### config.mk
export PLATFORM = sky130hd
export DESIGN_NAME = hp_ramp_seq
export DESIGN_NICKNAME = d
export VERILOG_FILES = /design/src/rtl/hp_ramp_pkg.sv /design/src/rtl/hp_ramp_tick.sv /design/src/rtl/hp_ramp_level.sv /design/src/rtl/hp_ramp_flags.sv /design/src/rtl/hp_ramp_seq.sv
export SDC_FILE = /design/constraint.sdc
export NUM_CORES = 1
export LEC_CHECK = 0
export BUFFER_PORTS_ARGS = -buffer_cell sky130_fd_sc_hd__buf_2
export CORE_MARGIN = 2
export CORE_UTILIZATION = 50
export CTS_CLUSTER_DIAMETER = 60
export DETAILED_ROUTE_END_ITERATION = 12
export PLACE_DENSITY = 0.79
export SLEW_MARGIN = 30
export SYNTH_ARGS = -nofsm -noshare
export SYNTH_HDL_FRONTEND = slang
export SYNTH_SLANG_ARGS = --single-unit
### constraint.sdc
create_clock -name clk -period 3.8 [get_ports clk]
set_input_delay 0.19 -clock clk [delete_from_list [all_inputs] [get_ports clk]]
set_output_delay 0.19 -clock clk [all_outputs]
set_load 0.005 [all_outputs]
### src/rtl/hp_ramp_pkg.sv
package hp_ramp_pkg;
  // Flag register layout. The flags occupy adjacent bits, with down-done lowest.
  localparam int FLAG_REG_W  = 8;
  localparam int DN_DONE_BIT = 2;
  localparam int NUM_FLAGS   = 2;
  localparam int UP_DONE_BIT = DN_DONE_BIT + 1;

  // Index of each flag inside the internal flag vector.
  localparam int IDX_DN = 0;
  localparam int IDX_UP = 1;

  typedef enum logic [1:0] {
    STEP_HOLD = 2'd0,
    STEP_UP   = 2'd1,
    STEP_DOWN = 2'd2
  } step_e;
endpackage

### src/rtl/hp_ramp_tick.sv
module hp_ramp_tick #(
  parameter int TICK_CYCLES = 64
) (
  input  logic clk,
  input  logic rst,
  output logic tick_o
);
  localparam int CNT_W = (TICK_CYCLES > 1) ? $clog2(TICK_CYCLES) : 1;
  localparam logic [CNT_W-1:0] LAST = CNT_W'(TICK_CYCLES - 1);

  logic [CNT_W-1:0] cnt_q;

  // Free-running divider; it wraps after TICK_CYCLES edges.
  always_ff @(posedge clk) begin
    if (rst)                cnt_q <= '0;
    else if (cnt_q == LAST) cnt_q <= '0;
    else                    cnt_q <= cnt_q + CNT_W'(1);
  end

  assign tick_o = (cnt_q == LAST);
endmodule

### src/rtl/hp_ramp_level.sv
module hp_ramp_level
  import hp_ramp_pkg::*;
#(
  parameter int LEVELS = 32,
  parameter int LVL_W  = 5
) (
  input  logic             clk,
  input  logic             rst,
  input  logic             tick_i,
  input  logic             stby_i,
  output logic [LVL_W-1:0] level_o,
  output logic             up_done_o,
  output logic             dn_done_o
);
  localparam logic [LVL_W-1:0] TOP  = LVL_W'(LEVELS - 1);
  localparam logic [LVL_W-1:0] ONE  = LVL_W'(1);

  logic [LVL_W-1:0] level_q;
  step_e            step;

  // Choose the step direction on a tick. The level saturates at both ends.
  always_comb begin
    step = STEP_HOLD;
    if (tick_i) begin
      if (!stby_i && (level_q != TOP))     step = STEP_UP;
      else if (stby_i && (level_q != '0))  step = STEP_DOWN;
    end
  end

  always_ff @(posedge clk) begin
    if (rst) begin
      level_q <= '0;
    end else begin
      case (step)
        STEP_UP:   level_q <= level_q + ONE;
        STEP_DOWN: level_q <= level_q - ONE;
        default:   level_q <= level_q;
      endcase
    end
  end

  // Completion pulses are raised only by the step that lands on an end point.
  assign up_done_o = (step == STEP_UP)   && (level_q == TOP - ONE);
  assign dn_done_o = (step == STEP_DOWN) && (level_q == ONE);
  assign level_o   = level_q;
endmodule

### src/rtl/hp_ramp_flags.sv
module hp_ramp_flags
  import hp_ramp_pkg::*;
(
  input  logic                  clk,
  input  logic                  rst,
  input  logic [NUM_FLAGS-1:0]  set_i,
  input  logic                  we_i,
  input  logic [FLAG_REG_W-1:0] wdata_i,
  output logic [FLAG_REG_W-1:0] rdata_o
);
  logic [NUM_FLAGS-1:0] flag_vec;

  for (genvar i = 0; i < NUM_FLAGS; i++) begin : g_flag
    localparam int POS = DN_DONE_BIT + i;
    logic q;
    logic clr;

    assign clr = we_i && !wdata_i[POS];

    // A hardware set takes priority over a write-zero clear.
    always_ff @(posedge clk) begin
      if (rst)        q <= 1'b0;
      else if (set_i[i]) q <= 1'b1;
      else if (clr)   q <= 1'b0;
    end

    assign flag_vec[i] = q;
  end

  always_comb begin
    rdata_o = '0;
    for (int k = 0; k < NUM_FLAGS; k++) rdata_o[DN_DONE_BIT + k] = flag_vec[k];
  end
endmodule

### src/rtl/hp_ramp_seq.sv
module hp_ramp_seq
  import hp_ramp_pkg::*;
#(
  parameter int LEVELS      = 32,
  parameter int TICK_CYCLES = 64
) (
  input  logic                      clk,
  input  logic                      rst,
  input  logic                      stby_i,
  input  logic                      flag_we_i,
  input  logic [7:0]                flag_wdata_i,
  output logic [7:0]                flag_rdata_o,
  output logic [$clog2(LEVELS)-1:0] level_o
);
  localparam int LVL_W = $clog2(LEVELS);

  logic                 tick;
  logic                 up_done;
  logic                 dn_done;
  logic [NUM_FLAGS-1:0] set_vec;

  hp_ramp_tick #(.TICK_CYCLES(TICK_CYCLES)) u_tick (
    .clk    (clk),
    .rst    (rst),
    .tick_o (tick)
  );

  hp_ramp_level #(.LEVELS(LEVELS), .LVL_W(LVL_W)) u_level (
    .clk       (clk),
    .rst       (rst),
    .tick_i    (tick),
    .stby_i    (stby_i),
    .level_o   (level_o),
    .up_done_o (up_done),
    .dn_done_o (dn_done)
  );

  always_comb begin
    set_vec         = '0;
    set_vec[IDX_UP] = up_done;
    set_vec[IDX_DN] = dn_done;
  end

  hp_ramp_flags u_flags (
    .clk     (clk),
    .rst     (rst),
    .set_i   (set_vec),
    .we_i    (flag_we_i),
    .wdata_i (flag_wdata_i),
    .rdata_o (flag_rdata_o)
  );
endmodule

==> results.md <==
- Pwr Density: 293 nW/um^2
- Initial antenna violation count: 0
- CTS Root Cell: clkbuf_4
- Top cell type's share of synthesized area: 33.3%
- Worst Reg-to-Reg Cells: 8
- Leading cell type in the layout, fill and taps excluded: dfxtp_1
- CP Launch Type: flop
- Worst hold start: flag_wdata_i[2]
- # fillers: 146
- Final wirelength: 1.28 mm
- Synth Cell Area: 781 um^2
- Die height: 43.5 um
- Largest cells by area after synthesis: dfxtp_1 (33%), ha_1 (14%), buf_4 (7.7%)
- Final setup viols: 0
- First-pass GRT wire length: 2.08 mm
- Max-slew violation count: 0
- Internal power: 183 uW
- Final Hold Slack: 0.184 ns
- WL/cell: 11.1 um
- Die footprint: 1890 um^2
- Hold Buf Count CTS: 0
- Max Fclk: 382 MHz
- Drt initial violations: 8
- I/O Buffers: 12
- Part of the power in the clock network: 37.3%
- HPWL after DPL: 937 um
- Comb power frac: 4.6%
- Crit path time final: 2.62 ns
- Routability Congestion: 0.728
- Setup TNS: 0 ns
- Sequential Power Share: 58.2%
- Crit. End Element: flop
- Final hold vios: 0
- Crit path DAT: 2.80 ns
- Number of diodes: 0
- Clk slew on worst S/H paths: 0.09 ns
- Yosys warns: 0
- Core Rows: 14
- Htree depth: 1
- Yosys top cell by area: dfxtp_1
- Setup Skew: 0.00489 ns
- Most frequent cells in the layout: dfxtp_1 (13), buf_2 (12), ha_1 (9)
- M2 GR Usage: 23.9%
- Total CTS buffers: 3
- Post-Layout Cell Count: 115
- Post-synth ARST share: 0%
- Register area: 260 um^2
- Met1 Use GR: 17.3%
- Drt drc: 0
- FF-to-FF Start: u_tick.cnt_q[0]
- Routed vias: 616
- Largest net degree at the start of global routing: 15
- Critical path origin: u_tick.cnt_q[0]
- Hold crit path type: input port to flop
- Hold Path Stages: 3
- Chip width: 43.5 um
- Max-Cap Viols: 0
- Maximum clock path buffer count: 2
- Seq/Total Area, Yosys: 33.3%
- Post-Syn Area per Cell: 8.77 um^2
- RSZ-0062 raised after global routing: false
- Top-level port count: 25
- VDD IR max: 0.000302 V
- Ys flop type: dfxtp_1
- Synthesized flop and latch total: 13
- Met3 GRT Util: 3.75%
- Postcts setup bufs: 0
- Initial DRT Pass Iterations: 4
- PostCTS Resize Cnt: 0
- NetSw: 59.3 uW
- CTS tree: built
- Synth unique cells: 28
- Aggregate global routing overflow: 0
- Post-layout net count: 121
- Core Box Area: 1490 um^2
- Worst-path fanout max: 8
- Worst skew pair latency: 0.28 ns
- Dpl cells: 111
- Worst path required time: 3.97 ns
- Net Sw Frac: 24.5%
- Outcome: finished clean
- Share of cells above drive strength 1: 16.2%
- Area added between synthesis and finish: 5.93%
- DRT antenna net count: 0
- Post-synth EDFFs: 0
- CP Class: flop to flop
- Starting Density: 52.4%
- Area of the multi-input gates: 440 um^2
- Leakage power: 0.376 nW
- Post-route clock period utilization: 69.0%
- Reg2reg setup slack: 1.18 ns
- Most used routing layer: met2
- Post-Synthesis Cells: 89
- Via-to-Cell Ratio: 5.36
- Total GRT Usage: 15.0%
- Vias in the first global route: 514
- Sink Count: 13
power groups by stage:
stage	Combinational, mW	Clock [mW]	Sequential [mW]
detailed placement	0.0110	0	0.144
floorplan	0.0115	0	0.144
global placement	0.0106	0	0.144
CTS	0.0110	0.0931	0.141
global route	0.0130	0.0943	0.141
finish	0.0111	0.0902	0.141
kinds of logic after synthesis:
kind of cell	count (synthesis)	share of synthesized area [%]
xor gates and xnor gates	5	5.61
and+or+nand+nor	30	21.2
buffers and inverters	16	12.7
muxes	2	2.72
DFF	13	33.3
AOI/OAI and AO/OA	13	9.62
adders and majority gates	9	14.4
other	1	0.480
area by class of cell:
class / count / share of cell area, %
Multi-Input combinational cell: 65 / 53.3
Clock inverter: 1 / 0.605
Timing Repair Buffer: 12 / 7.26
Inverter: 5 / 2.27
Sequential cell: 13 / 31.5
Clock buffer: 3 / 2.72
Tap cell: 16 / 2.42
through the flow:
step / cell area (um^2) / utilization (%) / setup slack (ns) / total power [mW]
global route: 827 / 55.5 / 0.999 / 0.248
finish: 827 / 55.5 / 1.18 / 0.242
global placement: 800 / 53.7 / 1.25 / 0.155
CTS: 827 / 55.5 / 1.19 / 0.245
floorplan: 800 / - / 1.43 / 0.155
detailed placement: 800 / 53.7 / 1.21 / 0.155
worst max-delay path, cell delays in order, from the launching register on:
cell,delay [ns]
dfxtp_1,0.37
ha_1,0.22
nand2_1,0.09
nor2_1,0.33
and3_1,0.22
ha_1,0.32
or4b_1,0.47
a21oi_1,0.17
mux2_1,0.33
flip-flops by register name (all words and copies together) (netlist names):
signal and cells:
u_level.level_o 5, u_tick.cnt_q 6, u_flags.g_flag.q 2
path summary, 6_finish.rpt:
path / end
worst min-delay path: u_flags.g_flag[0].q
worst min register to register: u_tick.cnt_q[0]
worst max register to register: u_level.level_o[3]
worst max-delay path: u_level.level_o[3]
per-layer routing:
layer / up-vias / routed length, um
met5: - / 0
met4: 0 / 38
met3: 4 / 66
met2: 16 / 570
met1: 281 / 603
li1: 315 / -
Yosys cell counts (2+ instances only):
| cell | number |
|---|---|
| a211oi_1 | 2 |
| a21oi_1 | 5 |
| and3_1 | 3 |
| buf_4 | 8 |
| dfxtp_1 | 13 |
| ha_1 | 9 |
| inv_1 | 5 |
| nand2_1 | 3 |
| nand3_1 | 6 |
| nand4b_1 | 2 |
| nor2_1 | 6 |
| nor3_1 | 3 |
| nor3b_1 | 2 |
| o21ai_0 | 4 |
| or3_1 | 2 |
| xor2_1 | 4 |
Power figures use the tool's default switching activity.
